### config.mk
export PLATFORM = sky130hd
export DESIGN_NAME = shperm_unit
export DESIGN_NICKNAME = d
export VERILOG_FILES = /design/src/rtl/shperm_pkg.sv /design/src/rtl/shperm_mirror.sv /design/src/rtl/shperm_rshift.sv /design/src/rtl/shperm_bytes.sv /design/src/rtl/shperm_unit.sv
export SDC_FILE = /design/constraint.sdc
export NUM_CORES = 1
export LEC_CHECK = 0
export BUFFER_PORTS_ARGS = -buffer_cell sky130_fd_sc_hd__buf_2
export CAP_MARGIN = 5
export CORE_ASPECT_RATIO = 0.75
export CORE_UTILIZATION = 45
export CTS_CLUSTER_SIZE = 14
export DETAILED_ROUTE_END_ITERATION = 12
export MAX_ROUTING_LAYER = met4
export PLACE_DENSITY = 0.63
export SLEW_MARGIN = 20
export SYNTH_ARGS = -nofsm -noshare
export SYNTH_HDL_FRONTEND = slang
export SYNTH_SLANG_ARGS = --single-unit
### constraint.sdc
create_clock -name clk -period 1.6 [get_ports clk]
set_input_delay 0.08 -clock clk [delete_from_list [all_inputs] [get_ports clk]]
set_output_delay 0.08 -clock clk [all_outputs]
set_load 0.01 [all_outputs]
### src/rtl/shperm_pkg.sv
package shperm_pkg;
    typedef enum logic [3:0] {
        OP_SHL   = 4'd0,
        OP_SHR   = 4'd1,
        OP_SAR   = 4'd2,
        OP_SHL1  = 4'd3,
        OP_SHR1  = 4'd4,
        OP_ROTL  = 4'd5,
        OP_ROTR  = 4'd6,
        OP_MIRR  = 4'd7,
        OP_BSWAP = 4'd8,
        OP_BORC  = 4'd9
    } shperm_op_e;
endpackage

### src/rtl/shperm_mirror.sv
module shperm_mirror #(
    parameter int W = 32
) (
    input  logic [W-1:0] din,
    output logic [W-1:0] dout
);
    for (genvar i = 0; i < W; i++) begin : g_bit
        assign dout[i] = din[W-1-i];
    end
endmodule

### src/rtl/shperm_rshift.sv
module shperm_rshift #(
    parameter int W = 32
) (
    input  logic [W-1:0]         fill,
    input  logic [W-1:0]         din,
    input  logic [$clog2(W)-1:0] amt,
    output logic [W-1:0]         dout
);
    localparam int SH_W = $clog2(W);
    localparam int CAT_W = 2 * W;

    logic [CAT_W-1:0] stage [SH_W+1];
    logic [W-1:0]     top_unused;

    assign stage[0] = {fill, din};
    for (genvar s = 0; s < SH_W; s++) begin : g_stage
        assign stage[s+1] = amt[s] ? (stage[s] >> (1 << s)) : stage[s];
    end
    assign {top_unused, dout} = stage[SH_W];
endmodule

### src/rtl/shperm_bytes.sv
module shperm_bytes #(
    parameter int W = 32
) (
    input  logic [W-1:0] din,
    output logic [W-1:0] swapped,
    output logic [W-1:0] orcomb
);
    localparam int NB = W / 8;
    for (genvar b = 0; b < NB; b++) begin : g_byte
        assign swapped[8*b +: 8] = din[8*(NB-1-b) +: 8];
        assign orcomb[8*b +: 8]  = {8{|din[8*b +: 8]}};
    end
endmodule

### src/rtl/shperm_unit.sv
module shperm_unit
    import shperm_pkg::*;
#(
    parameter int WIDTH = 32,
    parameter int AMT_W = 7
) (
    input  logic             clk,
    input  logic             rst_n,
    input  logic             in_valid,
    input  logic [3:0]       op,
    input  logic [WIDTH-1:0] operand,
    input  logic [AMT_W-1:0] amount,
    output logic             out_valid,
    output logic [WIDTH-1:0] result
);
    localparam int SH_W = $clog2(WIDTH);
    localparam int NB   = WIDTH / 8;

    typedef struct packed {
        logic             valid;
        logic [WIDTH-1:0] data;
    } state_t;

    state_t state_d, state_q;

    shperm_op_e       op_sel;
    logic             go_left;
    logic             flip_back;
    logic [WIDTH-1:0] op_mirr;
    logic [WIDTH-1:0] sh_src;
    logic [WIDTH-1:0] sh_fill;
    logic [SH_W-1:0]  sh_amt;
    logic [WIDTH-1:0] sh_out;
    logic [WIDTH-1:0] sh_mirr;
    logic [WIDTH-1:0] by_swap;
    logic [WIDTH-1:0] by_orc;
    logic             amt_unused;

    assign op_sel     = shperm_op_e'(op);
    assign amt_unused = ^amount[AMT_W-1:SH_W];

    shperm_mirror #(.W(WIDTH)) u_pre_mirror (
        .din  (operand),
        .dout (op_mirr)
    );

    shperm_rshift #(.W(WIDTH)) u_shifter (
        .fill (sh_fill),
        .din  (sh_src),
        .amt  (sh_amt),
        .dout (sh_out)
    );

    shperm_mirror #(.W(WIDTH)) u_post_mirror (
        .din  (sh_out),
        .dout (sh_mirr)
    );

    shperm_bytes #(.W(WIDTH)) u_bytes (
        .din     (operand),
        .swapped (by_swap),
        .orcomb  (by_orc)
    );

    always_comb begin
        go_left   = (op_sel == OP_SHL) || (op_sel == OP_SHL1) ||
                    (op_sel == OP_ROTL) || (op_sel == OP_MIRR);
        flip_back = go_left && (op_sel != OP_MIRR);
        sh_src    = go_left ? op_mirr : operand;
        sh_amt    = (op_sel == OP_MIRR) ? '0 : amount[SH_W-1:0];
        unique case (op_sel)
            OP_SAR:            sh_fill = {WIDTH{operand[WIDTH-1]}};
            OP_SHL1, OP_SHR1:  sh_fill = '1;
            OP_ROTL, OP_ROTR:  sh_fill = sh_src;
            default:           sh_fill = '0;
        endcase
    end

    always_comb begin
        logic [WIDTH-1:0] res;
        unique case (op_sel)
            OP_SHL, OP_SHR, OP_SAR, OP_SHL1, OP_SHR1,
            OP_ROTL, OP_ROTR, OP_MIRR:
                res = flip_back ? sh_mirr : sh_out;
            OP_BSWAP: res = by_swap;
            OP_BORC:  res = by_orc;
            default:  res = '0;
        endcase
        state_d.valid = in_valid;
        state_d.data  = in_valid ? res : state_q.data;
    end

    always_ff @(posedge clk or negedge rst_n) begin
        if (!rst_n) begin
            state_q <= '0;
        end else begin
            state_q <= state_d;
        end
    end

    assign out_valid = state_q.valid;
    assign result    = state_q.data;


    valid_follow_chk: assert property (@(posedge clk) disable iff (!rst_n)
        in_valid |=> out_valid);

    valid_drop_chk: assert property (@(posedge clk) disable iff (!rst_n)
        !in_valid |=> (!out_valid && $stable(result)));

    zero_amt_chk: assert property (@(posedge clk) disable iff (!rst_n)
        (in_valid && op <= 4'd6 && amount[SH_W-1:0] == '0)
        |=> (result == $past(operand)));

    rot_pop_chk: assert property (@(posedge clk) disable iff (!rst_n)
        (in_valid && (op == 4'd5 || op == 4'd6 || op == 4'd7 || op == 4'd8))
        |=> ($countones(result) == $countones($past(operand))));

    bad_op_chk: assert property (@(posedge clk) disable iff (!rst_n)
        (in_valid && op > 4'd9) |=> (result == '0));

    for (genvar b = 0; b < NB; b++) begin : g_orc_chk

        orc_byte_chk: assert property (@(posedge clk) disable iff (!rst_n)
            (in_valid && op == 4'd9)
            |=> (result[8*b +: 8] == {8{|$past(operand[8*b +: 8])}}));
    end
endmodule

==> metrics.md <==
| Metric | Value |
|---|---|
| Post-synth EDFFs | 0 |
| Seq. cell area | 826 um2 |
| Post-synth net total | 994 |
| Max_cap viols | 0 |
| Total GRT Usage | 49.1% |
| DR iter-0 viols | 1826 |
| Initial Utilization | 47.1% |
| Comb power frac | 66.2% |
| Most frequent cells in the layout | buf_4, nand2_1, a21oi_1 |
| Most used DFF post-synth | dfrtp_1 |
| FF+latch count, synth | 33 |
| Net load switching power | 0.00284 W |
| Slew @ Worst Pin | 0.776 ns |
| Fin cells | 1486 |
| Vias/cell | 7.10 |
| Global-route wire length before repair | 57400 um |
| Hold WC Path Type | in2reg |
| WP data arrival | 3.00 ns |
| Status | complete, but fails checks |
| Reg clk slew, reported paths | 0.05 ns |
| Crit Path Max Fanout | 10 |
| Detailed placement HPWL | 30300 um |
| Synth unique cells | 80 |
| Final hold violations | 0 |
| Grt ovf | 0 |
| H-tree Lvls | 2 |
| Routed WL per cell | 26.6 um |
| Ant. Diodes | 0 |
| Worst Setup End Kind | flop |
| Antenna-violating nets left | 0 |
| Crit-path slowest cell | a2111oi_1 |
| CTS tree | built |
| Commonest non-fill, non-tap cell in the layout | buf_4 |
| Final setup viols | 32 |
| P_int | 0.00370 W |
| DRC violations left | 0 |
| Multi-input logic area | 6420 um2 |
| Tmin final | 2.77 ns |
| Ports | 79 |
| Largest net degree at the start of global routing | 34 |
| Fill cell count | 1123 |
| Syn avg cell area | 7.32 um2 |
| CP cell instances | buf_2, buf_6, buf_4, nand2b_1, o211ai_1, a2111oi_1, a211oi_4, and2_1, a221oi_1, nand3_1, o221ai_1, a221o_1 |
| Bufs on Longest Clock Path | 2 |
| Post-place instance area | 9850 um2 |
| Leak | 4.80 nW |
| Mapped cell area | 6940 um2 |
| Post-Layout Inst Area | 11200 um2 |
| Vias in the first global route | 9517 |
| Failing checks | negative setup slack |
| Maximum clock frequency | 360 MHz |
| WL final | 39600 um |
| Initial DRT Pass Iterations | 7 |
| Slew Viols, Final | 0 |
| Root buf cell | clkbuf_16 |
| Pwr dens | 585 nW/um2 |
| Period utilization | 173% |
| Synthesized instance count | 948 |
| Routability cong. | 1.15 |
| Core Footprint | 14700 um2 |
| Sequential-to-total area share from yosys stat | 11.9% |
| Clk_lat worst skew | 0.28 ns |
| Placed instance count | 1454 |
| Area grow syn2layout | 61.3% |
| Sw frac | 43.4% |
| Vias post-DR | 10600 |
| Asr flop ratio synth | 100% |
| Fraction of layout cells with a size suffix above 1 | 49.2% |
| Worst path max stage delay | 0.78 ns |
| Setup CP Type | in2reg |
| Port Buf Inserts | 76 |
| CTS sink cnt | 33 |
| Final worst setup slack | -1.17 ns |
| Clock power share | 17.8% |
| Row count | 38 |
| Worst Setup Start Kind | input pin |
| Initial antenna violation count | 0 |
| Die X-Extent | 145 um |
| Clock buffer count from CTS | 5 |
| Sequential Power Share | 16.0% |
| Critical path required time | 1.82 ns |
| Chip height | 110 um |
| Full die area | 15900 um2 |
| Max_slew headroom | 48.2% |
| Nets@finish | 1331 |
| Post-Route Skew | 0 ns |
| Pre-CTS setup slack | -1.56 ns |
| Yosys warnings | 0 |
| Peak supply drop | 572 uV |
| RSZ-0062 raised after global routing | yes |
## metal layers
metal	vias up	track usage, %	routed length [um]
li1	4406	-	-
met5	-	-	0
met3	188	18.3	6560
met4	0	15.1	1600
met2	1005	70.1	15800
met1	4954	64.1	15600
## cells in the mapped netlist (all sizes together), types with 12 or more instances
cell type	number	area share (%)
a22oi	17	1.8
a221o	15	2.2
o22ai	15	1.4
a211oi	22	2.5
nand2b	12	1.1
clkbuf	59	3.2
nand3	32	2.3
nor2	68	3.7
a221oi	15	1.9
o211ai	26	2.9
mux2	18	2.9
dfrtp	33	12
nand2	101	5.5
mux2i	51	7.5
o221ai	22	2.8
nor2b	14	1.3
o21ai	47	3.7
mux4	19	6.5
buf	52	4.3
o2bb2ai	17	2.1
a21oi	96	7.1
nor3	21	1.7
## power groups by stage
stage,clock (W),combinational (W),sequential [W]
detailed placement,0,0.00359,0.00105
global placement,0,0.00357,0.00105
CTS,0.00115,0.00394,0.00104
global route,0.00120,0.00447,0.00105
floorplan,0,0.00174,0.00110
finish,0.00116,0.00433,0.00105
## area by class of cell
| class | instances | share of cell area, % |
|---|---|---|
| timing repair buffer | 441 | 31.1 |
| clock buffer | 7 | 1.28 |
| sequential | 33 | 7.38 |
| inverter | 11 | 0.369 |
| multi-input combinational | 793 | 57.4 |
| clock inverter | 1 | 0.268 |
| tap | 200 | 2.24 |
## worst max-delay path, delay by kind of cell
kind	cells	cell delay [ns]
simple gates	3	0.72
buf+inv	3	0.42
compound gates	6	1.77
## metrics by stage
stage / setup TNS [ns] / hold WS [ns] / power [W] / utilization (%)
finish: -31.63 / 0.300 / 0.00654 / 75.9
global route: -32.97 / 0.309 / 0.00673 / 75.9
CTS: -28.82 / 0.277 / 0.00613 / 73.0
detailed placement: -44.87 / 0.190 / 0.00464 / 66.9
global placement: -43.91 / 0.177 / 0.00462 / 66.9
floorplan: -30.91 / -0.216 / 0.00284 / -
## what timing repair did
action                     4_1_cts  5_1_grt
hold buffers                     2        0
cloned                           2        0
resized for setup              123       71
setup endpoints to repair       32       32
buffers inserted                13       10
hold endpoints to repair        34        0
pin swaps                       27       35
## state kept, by name, indices dropped and copies added, names as in the netlist
signal	flops
result	32
out_valid	1
## kinds of logic (layout without fill, tap and decap cells)
| family | after synthesis | in the layout | share of synthesized area [%] |
|---|---|---|---|
| AOI/OAI and AO/OA | 396 | 396 | 41.4 |
| and+or+nand+nor | 306 | 306 | 21.2 |
| buffers and inverters | 122 | 460 | 8.14 |
| muxes | 88 | 88 | 17.0 |
| DFF | 33 | 33 | 11.9 |
| xor gates and xnor gates | 3 | 3 | 0.379 |
## path summary, 6_finish.rpt
path / start / endpoint / slack, ns / cells past startpoint
setup / recovery: op[0] / result[26] / -1.17 / 12
setup reg to reg: result[25] / result[25] / 0.44 / 2
min in group asynchronous: rst_n / result[15] / 0.42 / 2
max in group asynchronous: rst_n / result[5] / 0.68 / 2
hold / removal: in_valid / result[20] / 0.30 / 4
hold reg to reg: result[20] / result[20] / 0.50 / 2
(Power assumes the default switching activity.)
